### config.mk
export PLATFORM = sky130hd
export DESIGN_NAME = alu_flags
export DESIGN_NICKNAME = d
export VERILOG_FILES = /design/src/rtl/alu_flags.sv
export SDC_FILE = /design/constraint.sdc
export NUM_CORES = 1
export LEC_CHECK = 0
export BUFFER_PORTS_ARGS = -buffer_cell sky130_fd_sc_hd__clkbuf_2
export CAP_MARGIN = 20
export CORE_MARGIN = 2
export CORE_UTILIZATION = 36
export DETAILED_ROUTE_END_ITERATION = 7
export GPL_TIMING_DRIVEN = 0
export SLEW_MARGIN = 20
export SYNTH_ARGS = -nofsm -noshare
export SYNTH_HDL_FRONTEND = slang
export SYNTH_SLANG_ARGS = --single-unit
### constraint.sdc
create_clock -name vclk -period 4.4
set_input_delay 0 -clock vclk [all_inputs]
set_output_delay 0 -clock vclk [all_outputs]
set_load 0.01 [all_outputs]
### src/rtl/alu_flags.sv
`timescale 1ns / 1ps
module alu_flags #(
  parameter int W = 8
) (
  input  logic [W-1:0] a_i,
  input  logic [W-1:0] b_i,
  input  logic [4:0]   fn_i,
  output logic [W-1:0] r_o,
  output logic         neg_o,
  output logic         carry_o,
  output logic         ovf_o,
  output logic         zero_o
);
  localparam int SW = (W > 1) ? $clog2(W) : 1;

  logic          sub;
  logic [W-1:0]  b_eff;
  logic [W:0]    sum;
  logic [SW-1:0] amt;
  logic [W-1:0]  shl, shr, sha;

  assign sub   = fn_i[4];
  assign b_eff = sub ? ~b_i : b_i;
  assign sum   = {1'b0, a_i} + {1'b0, b_eff} + {{W{1'b0}}, sub};
  assign amt   = a_i[SW-1:0];
  assign shl   = b_i << amt;
  assign shr   = b_i >> amt;
  assign sha   = $signed(b_i) >>> amt;

  always_comb begin
    r_o     = '0;
    carry_o = 1'b0;
    ovf_o   = 1'b0;
    case (fn_i[1:0])
      2'b01: begin
        r_o     = sum[W-1:0];
        carry_o = sum[W];
        ovf_o   = (a_i[W-1] == b_eff[W-1]) && (sum[W-1] != a_i[W-1]);
      end
      2'b10: begin
        case (fn_i[3:2])
          2'b00:   r_o = shl;
          2'b10:   r_o = shr;
          2'b11:   r_o = sha;
          default: r_o = '0;
        endcase
      end
      2'b00: begin
        case (fn_i[3:2])
          2'b00:   r_o = a_i & b_i;
          2'b01:   r_o = a_i | b_i;
          2'b10:   r_o = a_i ^ b_i;
          default: r_o = ~(a_i | b_i);
        endcase
      end
      default: r_o = '0;
    endcase
  end

  assign neg_o  = r_o[W-1];
  assign zero_o = ~|r_o;
endmodule

; Yosys cells after proc, flatten, opt, wreduce, memory -nomap -nowiden
; Index checks and enable logic that the tools add are counted.
[word_totals]
out_inout_bits = 12
inputBits = 21
word_cells = 28
register_bits = 0
[classes]
add_sub_neg = 2
mux = 6
bitwise_logic = 5
shift = 3
eq_ne = 7
n_reduce_logical = 5
[op_table]
columns = operator, n
row1 = $pmux W8 S3, 3
row2 = $not A8 Y8, 2
row3 = $add A8 B8 Y9, 1
row4 = $add A9 B1 Y9, 1
row5 = $and A8 B8 Y8, 1
row6 = $mux W8, 1
row7 = $or A8 B8 Y8, 1
row8 = $reduce_or A8 Y1, 1
row9 = $shl A8 B3 Y8, 1
row10 = $shr A8 B3 Y8, 1
row11 = $sshr A8 B3 Y8, 1
row12 = $xor A8 B8 Y8, 1
row13 = $eq A2 B2 Y1 const B, 3
row14 = $eq A2 B1 Y1 const B, 2
row15 = $logic_not A2 Y1, 2
row16 = $mux W1, 2
row17 = $eq A1 B1 Y1, 1
row18 = $logic_and A1 B1 Y1, 1
row19 = $logic_not A1 Y1, 1
row20 = $ne A1 B1 Y1, 1

; Logic depth before layout (Yosys ltp)
[depth]
word_depth = 7
depth_mapped = 11
mapped_depth_nobuf = 9

; Worst setup path before layout
; Ideal clock, no wire load.
[synth_timing]
path_kind = input -> output
start = input port a_i[0]
end = output port zero_o
n_path_buf = 2
stages = 11
required_ns = 4.400
slack_ns = 2.170
arrival_ns = 2.230
cell_sequence = buf_6 > buf_8 > mux2i_1 > inv_1 > fa_1 > a211oi_1 > o21ai_0 > and3_1 > o311ai_1 > nor4_1 > and4bb_1
[synth_between]
elab_cells_between_ends = 14
cone_classes = 2 x add/sub / 3 x shift / 3 x mux / 4 x bitwise / 2 x reduce/logical
[synth_rtl]
columns = item, line
row1 = from (decl), 5  ; input logic [W-1:0] a_i,
row2 = $add A8 B8 Y9 (tied with other cells), 24  ; assign sum = {1'b0, a_i} + {1'b0, b_eff} + {{W{1'b0}}, sub};
row3 = $add A9 B1 Y9 or $pmux W8 S3 (tied branches), "24, 41"
row4 = $pmux W8 S3 *, 34  ; case (fn_i[1:0])
row5 = net r_o[6], 8  ; output logic [W-1:0] r_o,
row6 = $reduce_or A8 Y1 *, 61  ; assign zero_o = ~|r_o;
row7 = $logic_not A1 Y1 *, 61
row8 = to (decl), 12  ; output logic zero_o
; Mark *: on every way through the listed nets, which the timed path passes. The rest lies on a longest branch.

; Worst setup path in the final report
[layout_timing]
start = input port fn_i[4]
end = output port zero_o
[layout_between]
elab_chain_cells = 6
[layout_rtl]
columns = item, line
row1 = from (decl), 7  ; input logic [4:0] fn_i,
row2 = $mux W8, 23  ; assign b_eff = sub ? ~b_i : b_i;
row3 = $add A8 B8 Y9, 24
row4 = $add A9 B1 Y9 *, 24
row5 = $pmux W8 S3 *, 34
row6 = $reduce_or A8 Y1 *, 61
row7 = $logic_not A1 Y1 *, 61
; Mark *: on every way between the ends. The rest lies on a longest branch, timed or not.

==> flow_metrics.py <==
metrics = {
    "run_status": {
        "outcome": "completed",
    },
    "global_route": {
        "use_met2_pct": 33.7,
        "gr-usage-met1_pct": 30.5,
        "grt_pass1_wl_mm": 8.85,
        "antenna_found_initial": 0,
        "grt.total_usage_pct": 20.3,
        "use_met3_pct": 0.268,
        "grt_pass1_vias": 1803,
        "gr-total-overflow": 0,
        "busiest_layer": "met2",
        "grt_max_degree": 11,
    },
    "flow_run": {
        "maxCapViolCount": 0,
    },
    "worst_setup_path": {
        "critPathLaunch": "fn_i[4]",
        "crit_path_cell_trace": "clkbuf_1 > mux2i_1 > inv_1 > fa_1 > a211oi_1 > o21ai_0 > and3_1 > o311ai_1 > nor4_1 > and4bb_1 > clkbuf_2",
        "worst_ep_arrival_time_ns": 2.73,
        "crit_slowest_cell": "mux2i_1",
        "max_stage_delay_ns": 0.44,
        "required_ns": 4.40,
        "crit_fanout": 8,
        "crit_type": "input pin to primary output",
        "crit_path_end_kind": "primary output",
        "setup.worst_path.start_class": "input pin",
    },
    "final_layout": {
        "synthToLayoutAreaGrowth_pct": 13.3,
        "drive_above_1_share_pct": 20.2,
        "antennaDiodeCount": 0,
        "fin_nets": 320,
        "clock_buffers": 0,
        "design.seq.count": 0,
        "finalCoreUtilization_pct": 42.8,
        "regArea_um2": 0,
    },
    "floorplan": {
        "coreArea_um2": 4750,
        "die_h_um": 74.6,
        "num_rows": 25,
        "die_x_um": 74.6,
        "start_util_pct": 37.8,
        "io_pins": 33,
        "die-area_um2": 5570,
    },
    "min_path": {
        "min-delay-start": "a_i[7]",
        "min_path_type": "input pin to primary output",
        "whs_endpoint": "ovf_o",
        "worstHoldPathCells": 5,
    },
    "sta": {
        "rsz0062_at_grt": "false",
        "tightest_slew_ns": 0.662,
        "final.min_clock_period_ns": 2.73,
        "setup_viol": 0,
        "period_share_pct": 62.0,
        "finalSetupTns_ns": 0,
        "slew_headroom_pct": 55.9,
        "clock.fmax_ghz": 0.367,
        "hold_violations": 0,
        "maxSlewViolCount": 0,
    },
    "pwr": {
        "p_int_mw": 0.111,
        "peakVddDrop_uv": 55.5,
        "switching_share_pct": 56.8,
        "p_comb_share_pct": 100.0,
        "powerDensity_nw_per_um2": 126,
        "pwr-share-seq_pct": 0,
        "power_frac_clock_pct": 0,
        "p_leak_nw": 0.936,
        "switchingPower_mw": 0.146,
    },
    "drt": {
        "drc": 0,
        "drt_wl_total_mm": 5.59,
        "vias_per_cell": 5.77,
        "drtIter0Drc": 246,
        "drt-wirelength-per-cell_um": 16.5,
        "dr_total_vias": 1956,
        "ant_nets": 0,
        "dr.pass1.iters": 4,
    },
    "placement": {
        "numPortBuffers": 31,
        "gp_congestion": 0.940,
        "dp_hpwl_mm": 4.40,
    },
    "yosys": {
        "syn_area_per_cell_um2": 7.46,
        "yosysWarningCount": 0,
        "synth_cell_type_count": 56,
        "syn_nets": 287,
        "synth_area_um2": 1800,
        "synthCells": 241,
        "seq_area_frac_synth_pct": 0,
    },
    "cts": {
        "cts_setup_buffers": 0,
        "ctsResizeCount": 0,
        "ctsHoldBuffers": 0,
    },
}
-- cells by family (layout without fill, tap and decap cells) --
family	count (synthesis)	after routing	synth area share, %
simple gates	70	70	20.8
compound gates	61	61	24.6
buf+inv	45	76	10.9
mux	26	26	19.0
fa+ha+maj	25	25	17.8
xor+xnor	14	14	6.82
-- cell usage in the layout (no fill, tap or decap), drive strengths merged, types with 9 or more instances in the layout --
cell type / count
ha: 24
o21ai: 10
inv: 23
mux2i: 15
xor2: 10
nand2: 14
nor3: 9
nor2: 13
clkbuf: 45
-- critical path: cells and delay by family --
family | cells | cell delay (ns)
buffers and inverters | 3 | 0.51
AND/OR/NAND/NOR | 3 | 0.56
AO/OA/AOI/OAI | 3 | 0.77
multiplexers | 1 | 0.44
adder cells (fa/ha/maj) | 1 | 0.44
-- power groups by stage --
stage / clock [mW] / sequential [mW] / combinational, mW
after detailed placement: 0 / 0 / 0.254
after CTS: 0 / 0 / 0.256
after global placement: 0 / 0 / 0.253
after global routing: 0 / 0 / 0.282
after floorplan: 0 / 0 / 0.180
final: 0 / 0 / 0.257
-- worst max-delay path by stage --
| stage | end | slack (ns) | depth (start not counted) |
|---|---|---|---|
| after global routing | zero_o | 1.43 | 11 |
| after floorplan | zero_o | 2.17 | 11 |
| final | zero_o | 1.67 | 11 |
| after CTS | zero_o | 1.68 | 11 |
| after global placement | zero_o | 1.75 | 13 |
| after detailed placement | zero_o | 1.69 | 11 |
-- layer usage --
metal  share of wire (%)  routed length (um)
met5                   0                   0
met4                0.61                  34
met3                 5.6                 314
met2                  46                2580
met1                  48                2660
-- cell usage after synthesis (5+ instances only) --
library cell | instances | area (um^2)
nand2_1 | 14 | 52.6
nand2b_1 | 7 | 43.8
nor3_1 | 9 | 45.0
inv_1 | 23 | 86.3
a21oi_1 | 8 | 40.0
o2111ai_1 | 5 | 43.8
mux2i_1 | 15 | 150
ha_1 | 24 | 300
xor2_1 | 10 | 87.6
o21ai_0 | 10 | 50.1
nor2_1 | 13 | 48.8
o211ai_1 | 8 | 60.1
nand3_1 | 5 | 25.0
clkbuf_1 | 14 | 52.6
-- metrics by stage --
stage                     total power, mW  area [um^2]  hold WS (ns)  worst slack, ns  std cells
after floorplan                     0.180         1800         0.209             2.17        241
after global placement              0.253         2040         0.470             1.75        339
after detailed placement            0.254         2040         0.467             1.69        339
after CTS                           0.256         2040         0.466             1.68        339
after global routing                0.282         2040         0.495             1.43        339
final                               0.257         2040         0.472             1.67        339
-- cell type report --
cell class | instances | area, um^2
tap | 67 | 83.8
timing repair buffer | 31 | 155
inverter | 23 | 86.3
buffer | 22 | 110
multi-input combinational | 196 | 1600
fill | 536 | 2720
No activity file was read; power rests on OpenSTA's default activity.
